===== config.mk =====
export PLATFORM = sky130hd
export DESIGN_NAME = mcsa_pipe
export DESIGN_NICKNAME = d
export VERILOG_FILES = /design/src/rtl/mcsa_pkg.sv /design/src/rtl/csa_stage.sv /design/src/rtl/cpa_ripple.sv /design/src/rtl/mcsa_pipe.sv
export SDC_FILE = /design/constraint.sdc
export NUM_CORES = 1
export LEC_CHECK = 0
export BUFFER_PORTS_ARGS = -buffer_cell sky130_fd_sc_hd__buf_2
export CAP_MARGIN = 20
export CELL_PAD_IN_SITES_DETAIL_PLACEMENT = 1
export CELL_PAD_IN_SITES_GLOBAL_PLACEMENT = 1
export CORE_MARGIN = 5
export CORE_UTILIZATION = 36
export DETAILED_ROUTE_END_ITERATION = 12
export HOLD_SLACK_MARGIN = 0.03
export PLACE_DENSITY = 0.81
export SYNTH_ARGS = -nofsm -noshare
export SYNTH_HDL_FRONTEND = slang
export SYNTH_HIERARCHICAL = 1
export SYNTH_SLANG_ARGS = --single-unit

===== constraint.sdc =====
create_clock -name clk -period 2 [get_ports clk]
set_input_delay 0.4 -clock clk [delete_from_list [all_inputs] [get_ports clk]]
set_output_delay 0.4 -clock clk [all_outputs]
set_load 0.005 [all_outputs]

===== src/rtl/mcsa_pkg.sv =====
// Shared constants for the four-operand carry-save summer.
// Assumes the tree shape is fixed at four operands and two carry-save levels.
package mcsa_pkg;
    localparam int unsigned NUM_OPS = 4;
    localparam int unsigned LATENCY = 3;

    // Width needed to hold the sum of NUM_OPS operands of opw bits.
    function automatic int unsigned sum_width(input int unsigned opw);
        return opw + $clog2(NUM_OPS);
    endfunction
endpackage


===== src/rtl/csa_stage.sv =====
// One carry-save level: a row of W independent full-adder cells.
// Each bit gives parity and majority of its three inputs; nothing crosses bits.
// Assumes the caller applies the one-bit weight shift to the majority bus.
module csa_stage #(
    parameter int unsigned W = 4
) (
    input  logic [W-1:0] x_in,
    input  logic [W-1:0] y_in,
    input  logic [W-1:0] z_in,
    output logic [W-1:0] par_out,
    output logic [W-1:0] maj_out
);
    for (genvar i = 0; i < W; i++) begin : g_fa
        // Per-bit full adder: parity and 2-of-3 majority.
        always_comb begin
            par_out[i] = x_in[i] ^ y_in[i] ^ z_in[i];
            maj_out[i] = (x_in[i] & y_in[i]) | (x_in[i] & z_in[i]) | (y_in[i] & z_in[i]);
        end
    end
endmodule


===== src/rtl/cpa_ripple.sv =====
// Carry-propagate adder of width W with carry-in tied to zero.
// Assumes the true sum fits in W bits, so the final carry-out is not produced.
module cpa_ripple #(
    parameter int unsigned W = 6
) (
    input  logic [W-1:0] a_in,
    input  logic [W-1:0] b_in,
    output logic [W-1:0] s_out
);
    logic [W-1:0] cy;

    // Lowest position sees no carry.
    assign cy[0] = 1'b0;

    for (genvar i = 0; i < W; i++) begin : g_bit
        // Sum bit from operands and incoming ripple carry.
        assign s_out[i] = a_in[i] ^ b_in[i] ^ cy[i];
        if (i < W - 1) begin : g_cy
            // Carry into the next position.
            assign cy[i+1] = (a_in[i] & b_in[i]) | (a_in[i] & cy[i]) | (b_in[i] & cy[i]);
        end
    end
endmodule


===== src/rtl/mcsa_pipe.sv =====
// Top of the pipelined four-operand summer.
// Rank 1: first carry-save level on operands a, b and c, with d carried along.
// Rank 2: second carry-save level folding in d.
// Rank 3: ripple adder result.
// Assumes unsigned operands and no stall; reset clears only the valid chain.
module mcsa_pipe
    import mcsa_pkg::*;
#(
    parameter int unsigned OPW = 4,
    localparam int unsigned SW = sum_width(OPW)
) (
    input  logic           clk,
    input  logic           rst_n,
    input  logic           in_vld,
    input  logic [OPW-1:0] opd_a,
    input  logic [OPW-1:0] opd_b,
    input  logic [OPW-1:0] opd_c,
    input  logic [OPW-1:0] opd_d,
    output logic           sum_out_vld,
    output logic [SW-1:0]  sum_out
);
    localparam int unsigned W2 = OPW + 1;
    localparam logic [SW-1:0] MAX_SUM = SW'(NUM_OPS * ((1 << OPW) - 1));

    logic [OPW-1:0] l1_par, l1_maj;
    logic [OPW-1:0] r1_par, r1_d;
    logic [OPW:0]   r1_car;
    logic [W2-1:0]  l2_par, l2_maj;
    logic [W2-1:0]  r2_par;
    logic [W2:0]    r2_car;
    logic [SW-1:0]  cpa_sum;
    logic [LATENCY-1:0] vld_q;

    csa_stage #(.W(OPW)) u_lvl1 (
        .x_in(opd_a), .y_in(opd_b), .z_in(opd_c),
        .par_out(l1_par), .maj_out(l1_maj)
    );

    // Rank 1: keep the first pair, with carries moved up one weight, plus operand d.
    always_ff @(posedge clk) begin
        r1_par <= l1_par;
        r1_car <= {l1_maj, 1'b0};
        r1_d   <= opd_d;
    end

    csa_stage #(.W(W2)) u_lvl2 (
        .x_in({1'b0, r1_par}), .y_in(r1_car), .z_in({1'b0, r1_d}),
        .par_out(l2_par), .maj_out(l2_maj)
    );

    // Rank 2: keep the second pair, with carries moved up one weight.
    always_ff @(posedge clk) begin
        r2_par <= l2_par;
        r2_car <= {l2_maj, 1'b0};
    end

    cpa_ripple #(.W(SW)) u_cpa (
        .a_in(SW'(r2_par)), .b_in(r2_car), .s_out(cpa_sum)
    );

    // Rank 3: register the resolved sum.
    always_ff @(posedge clk) begin
        sum_out <= cpa_sum;
    end

    // Valid chain, one bit per rank, cleared by reset.
    always_ff @(posedge clk) begin
        if (!rst_n) vld_q <= '0;
        else        vld_q <= {vld_q[LATENCY-2:0], in_vld};
    end

    assign sum_out_vld = vld_q[LATENCY-1];

    // ---------------- assertions ----------------
    logic [1:0]    run_cnt;
    logic [SW-1:0] in_total;

    // Count edges since reset release, saturating at the latency.
    always_ff @(posedge clk) begin
        if (!rst_n)                  run_cnt <= '0;
        else if (run_cnt != 2'd3)    run_cnt <= run_cnt + 2'd1;
    end

    assign in_total = SW'(opd_a) + SW'(opd_b) + SW'(opd_c) + SW'(opd_d);

    assert_latency_R2: assert property (@(posedge clk) disable iff (!rst_n)
        (run_cnt == 2'd3) |-> (sum_out_vld == $past(in_vld, 3)));

    assert_sum_R1: assert property (@(posedge clk) disable iff (!rst_n)
        (run_cnt == 2'd3 && sum_out_vld) |-> (sum_out == $past(in_total, 3)));

    assert_no_overflow_R3: assert property (@(posedge clk) disable iff (!rst_n)
        sum_out_vld |-> (sum_out <= MAX_SUM));

    assert_reset_clear_R4: assert property (@(posedge clk)
        !rst_n |=> !sum_out_vld);

    assert_conserve_R6: assert property (@(posedge clk) disable iff (!rst_n)
        (run_cnt >= 2'd2) |->
        ((SW'(r2_par) + SW'(r2_car)) ==
         $past(SW'(r1_par) + SW'(r1_car) + SW'(r1_d))));

    assert_bubble_R8: assert property (@(posedge clk) disable iff (!rst_n)
        (run_cnt == 2'd3 && !$past(in_vld, 3)) |-> !sum_out_vld);
endmodule


# Word-level counts from Yosys, hierarchy flattened
# Cells that the tools add are included.
# classes
n_addsub	0
multipliers	0
n_div	0
n_lt_le_gt_ge	0
eq_ne	0
n_shift	0
n_mux	0
bitwise	74
n_reduce_logical	0
# ops
op	count
1-bit AND	32
1-bit XOR	22
1-bit OR	20
# totals
reg_bits	30
latchBits	0
ramBits	0
mem_bits_ro	0
in_bits	19
output_inout_bits	7
elab_cells	81
memories	0

# Logic depth before layout (Yosys ltp)
# Gate-level depths: netlist of run 1.
# depth
depth_word	10
depth_mapped	6
ltp_nobuf	6

# By module
# Netlist of run 1, hierarchy kept.
# modules_own_cells
module	instances	cells_per_inst	area_per_inst_um2	seq_area_each_um2
mcsa_pipe	1	35	643.1	620.6
cpa_ripple	1	6	116.4	0.0
csa_stage (u_lvl2)	1	5	100.1	0.0
csa_stage (u_lvl1)	1	4	80.1	0.0

# Least setup slack after synthesis of run 1
# Ideal clock, no wire load.
# synth_path
path_kind	register to register
start	register r2_par[1]
end	register sum_out[5]
setup_ns	0.131
arrival_ns	2.017
required_time_ns	1.869
slack_ns	-0.148
path_stages_with_launch	6
path_buffers	0
period_less_slack_ns	2.148
cell_sequence	dfxtp_1 fa_1 fa_1 fa_1 fa_1 xor3_1
# synth_via
elab_chain_cells	10
elab_cells_between_ends	13
cone_classes	bitwise: 13
# synth_rtl
item	line	rtl
start, declared	mcsa_pipe.sv:29	logic [W2-1:0] r2_par;
start signal, assigned	mcsa_pipe.sv:53	r2_par <= l2_par;
1-bit AND (*)	cpa_ripple.sv:20	assign cy[i+1] = (a_in[i] & b_in[i]) | (a_in[i] & cy[i]) | (b_in[i] & cy[i]);
1-bit AND	cpa_ripple.sv:20	
1-bit OR	cpa_ripple.sv:20	
1-bit OR (*)	cpa_ripple.sv:20	
1-bit AND	cpa_ripple.sv:20	
1-bit OR	cpa_ripple.sv:20	
1-bit OR (*)	cpa_ripple.sv:20	
1-bit AND	cpa_ripple.sv:20	
1-bit OR	cpa_ripple.sv:20	
1-bit OR (*)	cpa_ripple.sv:20	
net cpa_sum[5]	mcsa_pipe.sv:31	logic [SW-1:0] cpa_sum;
end signal, assigned	mcsa_pipe.sv:63	sum_out <= cpa_sum;
end, declared	mcsa_pipe.sv:20	output logic [SW-1:0] sum_out
# The timed path passes the listed nets; every way through them passes the cells marked *.
# A chain may end at the register's enable or synchronous reset.

# Worst setup path after layout of run 1
# Ends and elaborated chain as after synthesis.

==> flow_metrics.py, run 1 <==
metrics = {
    "outcome": {
        "status": "finished, violations left",
        "violations": "setup timing",
    },
    "placement": {
        "io_buffers": 25,
        "place_ws_ns": -0.0398,
        "gp_congestion": 0.604,
        "hpwl_um": 1120,
        "dp.cells": 109,
        "placed_area_um2": 1130,
    },
    "drt": {
        "vias": 474,
        "drt-total-wl_um": 1320,
        "wl_per_cell_um": 11.3,
        "via_per_inst": 4.05,
        "firstDrtPassIters": 2,
        "drc": 0,
        "dr.first_iter.drc_count": 1,
        "ant_nets": 0,
    },
    "logic_synthesis": {
        "synthesis.area_um2": 940,
        "synth_area_leader_cell": "dfxtp_1",
        "synth_top_area_share_pct": 66.0,
        "synth-seq-area-share_pct": 66.0,
        "ys_types": 6,
        "synth_seq_cells": 31,
        "synth_cells": 50,
        "yosysWarnings": 6,
        "syn_area_per_cell_um2": 18.8,
        "synth_area_leaders": "dfxtp_1 66%, fa_1 28%, xor3_1 2.5%, and2_1 2.0%, ha_1 1.3%",
    },
    "flow_run": {
        "cap_violations": 0,
    },
    "die": {
        "core_um2": 2480,
        "die_h_um": 61.1,
        "die_w_um": 61.1,
        "ioPinCount": 26,
        "rows": 18,
        "die_area_um2": 3730,
        "initial_core_util_pct": 37.9,
    },
    "timing": {
        "finalClockSkew_ns": 0.00765,
        "min_period_over_period_pct": 102,
        "rsz0062_at_grt": "true",
        "setup_viol_count_final": 1,
        "holdWs_ns": 0.180,
        "min_period_ns": 2.04,
        "tns_ns": -0.0392,
        "layout_setup_ws_ns": -0.0392,
        "hold_viol_final": 0,
        "finalMaxSlewViolations": 0,
        "fmax_ghz": 0.490,
    },
    "power": {
        "p_total_mw": 1.32,
        "ir_worst_vdd_v": 0.000641,
        "seqPwrFrac_pct": 60.4,
        "switchingPower_mw": 0.328,
        "clockPowerShare_pct": 24.6,
        "swShare_pct": 24.8,
        "p_leak_nw": 0.536,
        "combPwrFrac_pct": 15.0,
        "p_per_area_nw_per_um2": 1120,
        "p_int_mw": 0.993,
    },
    "setup_path": {
        "max_stage_delay_ns": 0.38,
        "crit_required_ns": 2.20,
        "startpoint_type": "flop",
        "worstSetupPathType": "flop to flop",
        "cp_top_family": "adder cells",
        "end_kind": "flop",
        "worst-path-buf-inv": 0,
        "cp_cell_sequence": "fa_2 > fa_2 > fa_2 > fa_2 > xor3_1",
        "crit_fanout": 1,
        "cpMaxStageDelayCell": "fa_2",
        "arrival_ns": 2.24,
        "crit_top_cell": "fa_2",
    },
    "cells_and_area": {
        "mostFrequentLayoutCell": "dfxtp_1",
        "fin_nets": 119,
        "finalNonFillerCells": 117,
        "final_cell_mix": "30 x dfxtp_1, 25 x buf_2, 9 x fa_1, 5 x clkbuf_4, 5 x conb_1",
        "fill_cells": 276,
        "seq_area_um2": 622,
        "syn_to_final_growth_pct": 25.7,
        "final_cell_area_um2": 1180,
        "final_layout_size_suffix_gt1_share_pct": 43.7,
        "antenna_cells": 0,
        "final_util_pct": 47.7,
        "multi_input_area_um2": 344,
    },
    "clock_network": {
        "clockRootBuffer": "clkbuf_4",
        "max-clock-path-buffers": 2,
        "clock_sinks": 31,
        "clock_latency_ns": 0.31,
        "cts_tree": "built",
        "ctsHoldBuffers": 0,
        "cts_made_buffers": 5,
        "htreeDepth": 2,
        "clkTransAtPathRegs_ns": 0.09,
    },
    "global_route": {
        "grt-ovfl-total": 0,
        "track_usage_pct": 8.92,
        "antenna_found_initial": 0,
        "grt_pass1_vias": 582,
        "grt_max_degree": 11,
        "grt_pass1_wl_um": 2200,
    },
    "min_path": {
        "hold_path.class": "input port to flop",
    },
}
[sequential cells by signal (all words and copies together) (netlist names)]
signal,flops
r2_par,5
r1_d,4
vld_q,3
sum_out,6
r1_par,4
r2_car,5
r1_car,4
[power by group through the flow]
| stage | logic, mW | clock network (mW) | registers (mW) |
|---|---|---|---|
| finish | 0.198 | 0.325 | 0.797 |
| global route | 0.240 | 0.381 | 0.812 |
| global placement | 0.189 | 0 | 0.808 |
| floorplan | 0.0820 | 0 | 0.816 |
| CTS | 0.210 | 0.346 | 0.802 |
| detailed placement | 0.210 | 0 | 0.815 |
[worst paths after layout]
kind | slack [ns] | startpoint | to | depth (start not counted)
hold / removal | 0.18 | opd_d[1] | r1_d[1] | 1
hold reg to reg | 0.44 | vld_q[0] | vld_q[1] | 1
setup reg to reg | -0.04 | r2_par[1] | sum_out[5] | 5
setup / recovery | -0.04 | r2_par[1] | sum_out[5] | 5
[cell type report]
| cell class | count | share of cell area (%) |
|---|---|---|
| sequential | 31 | 52.6 |
| multi-input combinational | 23 | 29.1 |
| timing repair buffer | 25 | 10.6 |
| clock inverter | 3 | 1.27 |
| tap | 30 | 3.18 |
| clock buffer | 5 | 3.18 |
[worst register-to-register path: stages (launching register included)]
cell and delay (ns):
dfxtp_2 0.33, fa_2 0.38, fa_2 0.35, fa_2 0.35
fa_2 0.33, xor3_1 0.18
[layer usage]
layer,track usage (%),wire length [µm]
met5,0,0
met1,6.98,392
met4,3.72,0
met3,5.87,154
met2,16.8,775
[Yosys cell counts]
master   count
conb_1       1
xor3_1       1
ha_1         1
and2_1       3
dfxtp_1     31
fa_1        13
[kinds of logic after synthesis]
logic type                 Yosys count  share of synthesized area, %
adders and majority gates           14                          29.0
xor gates and xnor gates             1                          2.53
other                                1                         0.399
and+or+nand+nor                      3                          2.00
DFF                                 31                          66.0
[timing repair]
action,in CTS,in global routing
endpoints found under the setup margin,1,2
setup buffers,0,0
pin swaps,0,0
resized for setup,1,0
Power figures use the tool's default switching activity.
==> run 2, diff against run 1 <==
--- a/config.mk
+++ b/config.mk
@@ -6,14 +6,15 @@
 export NUM_CORES = 1
 export LEC_CHECK = 0
 export BUFFER_PORTS_ARGS = -buffer_cell sky130_fd_sc_hd__buf_2
-export CAP_MARGIN = 20
+export CAP_MARGIN = 15
 export CELL_PAD_IN_SITES_DETAIL_PLACEMENT = 1
 export CELL_PAD_IN_SITES_GLOBAL_PLACEMENT = 1
 export CORE_MARGIN = 5
-export CORE_UTILIZATION = 36
+export CORE_UTILIZATION = 39
+export CTS_BUF_LIST = sky130_fd_sc_hd__clkbuf_8
 export DETAILED_ROUTE_END_ITERATION = 12
 export HOLD_SLACK_MARGIN = 0.03
-export PLACE_DENSITY = 0.81
+export PLACE_DENSITY = 0.86
 export SYNTH_ARGS = -nofsm -noshare
 export SYNTH_HDL_FRONTEND = slang
 export SYNTH_HIERARCHICAL = 1
==> flow_metrics.py, run 2 (synthesized netlist as in run 1, its figures left out) <==
metrics = {
    "outcome": {
        "violations": "setup timing",
        "status": "finished, violations left",
    },
    "cells_and_area": {
        "final_layout_size_suffix_gt1_share_pct": 43.0,
        "finalNonFillerCells": 114,
        "largest_reg_flops": 6,
        "multi_input_area_um2": 344,
        "fill_cells": 240,
        "mostFrequentLayoutCell": "dfxtp_1",
        "reg.largest.list": "sum_out (6), r2_car (5), r2_par (5)",
        "top_register": "sum_out",
        "seq_area_um2": 622,
        "fin_nets": 119,
        "final_cell_mix": "30 x dfxtp_1, 25 x buf_2, 9 x fa_1, 6 x clkbuf_8, 5 x conb_1",
        "antenna_cells": 0,
        "syn_to_final_growth_pct": 29.2,
    },
    "setup_path": {
        "crit_required_ns": 2.16,
        "crit_fanout": 1,
        "r2r_slack_ns": -0.03,
        "arrival_ns": 2.19,
        "end_kind": "flop",
        "startpoint_type": "flop",
        "worstSetupPathType": "flop to flop",
    },
    "drt": {
        "dr.first_iter.drc_count": 5,
        "ant_nets": 0,
        "firstDrtPassIters": 3,
        "via_per_inst": 4.18,
        "drc": 0,
        "vias": 477,
        "wl_per_cell_um": 11.6,
        "drt-total-wl_um": 1330,
    },
    "timing": {
        "min_period_ns": 2.03,
        "hold_viol_final": 0,
        "layout_setup_ws_ns": -0.0282,
        "finalClockSkew_ns": 0.00485,
        "min_period_over_period_pct": 101,
        "rsz0062_at_grt": "true",
        "finalMaxSlewViolations": 0,
        "setup_viol_count_final": 1,
        "fmax_ghz": 0.493,
    },
    "min_path": {
        "hold_path.class": "input port to flop",
    },
    "global_route": {
        "grt_pass1_wl_um": 2150,
        "antenna_found_initial": 0,
        "grt_pass1_vias": 528,
        "grt_max_degree": 10,
        "track_usage_pct": 9.26,
        "grt-ovfl-total": 0,
    },
    "power": {
        "ir_worst_vdd_v": 0.000692,
        "p_per_area_nw_per_um2": 1210,
        "p_leak_nw": 0.548,
    },
    "clock_network": {
        "htreeDepth": 2,
        "cts_made_buffers": 5,
        "clock_latency_ns": 0.28,
        "clock_sinks": 31,
        "ctsHoldBuffers": 0,
        "clockRootBuffer": "clkbuf_8",
        "max-clock-path-buffers": 2,
        "clkTransAtPathRegs_ns": 0.06,
        "cts_tree": "built",
    },
    "die": {
        "rows": 17,
        "die_h_um": 59.1,
        "die_area_um2": 3490,
        "initial_core_util_pct": 41.7,
        "die_w_um": 59.1,
        "core_um2": 2250,
        "ioPinCount": 26,
    },
    "placement": {
        "place_ws_ns": -0.0428,
        "gp_congestion": 0.596,
        "dp.cells": 107,
        "io_buffers": 25,
    },
    "flow_run": {
        "cap_violations": 0,
    },
}
## run 2: cell count changes in the layout (fill, tap and decap cells not counted), sizes merged
cell,before,now
clkbuf,5,6
clkinv,3,1
## run 2: final cells by class
cell class                      count  share of cell area [%]
Clock inverter                      1                   0.412
Timing Repair Buffer               25                    10.3
Tap cell                           28                    2.89
Sequential cell                    31                    51.2
Multi-Input combinational cell     23                    28.4
Clock buffer                        6                    6.80
## run 2: per-layer routing
metal | routed length, µm | track usage [%] | part of all wire [%]
met1 | 392 | 7.02 | 30
met2 | 714 | 15.9 | 54
met3 | 163 | 4.58 | 12
met4 | 55 | 9.71 | 4.2
met5 | 0 | 0 | 0
## run 2: metrics by stage
| stage | TNS (ns) | area (µm²) | total power, mW | hold slack (ns) | utilization, % |
|---|---|---|---|---|---|
| finish | -0.0282 | 1210 | 1.47 | 0.220 | 53.8 |
| global route | -0.0622 | 1210 | 1.57 | 0.213 | 53.8 |
| CTS | -0.0485 | 1210 | 1.51 | 0.212 | 53.8 |
| detailed placement | -0.0428 | 1120 | 1.03 | 0.424 | 49.9 |
| global placement | 0 | 1120 | 0.995 | 0.417 | 49.9 |
| floorplan | 0 | 965 | 0.898 | 0.406 | - |
## run 2: what timing repair did
item                       CTS  global route
resized for setup            1             0
pin swaps                    0             0
gates cloned                 0             0
buffers inserted             0             0
setup endpoints to repair    1             1
## run 2: worst max-delay path: stages (launching register included)
cell and delay (ns):
dfxtp_2 0.32, fa_2 0.38, fa_2 0.35, fa_2 0.35, fa_2 0.34, xor3_1 0.18
## run 2: report_power, final
part | total, mW | leakage (nW) | internal (mW) | switching, mW
sequential | 0.798 | 0.261 | 0.748 | 0.0500
clock | 0.473 | 0.0470 | 0.269 | 0.204
combinational | 0.202 | 0.240 | 0.117 | 0.0844
## run 2: worst paths after layout
path / end / depth (start not counted) / startpoint
setup / recovery: sum_out[5] / 5 / r2_par[1]
hold / removal: r1_d[3] / 1 / opd_d[3]
setup reg to reg: sum_out[5] / 5 / r2_par[1]
hold reg to reg: vld_q[1] / 1 / vld_q[0]
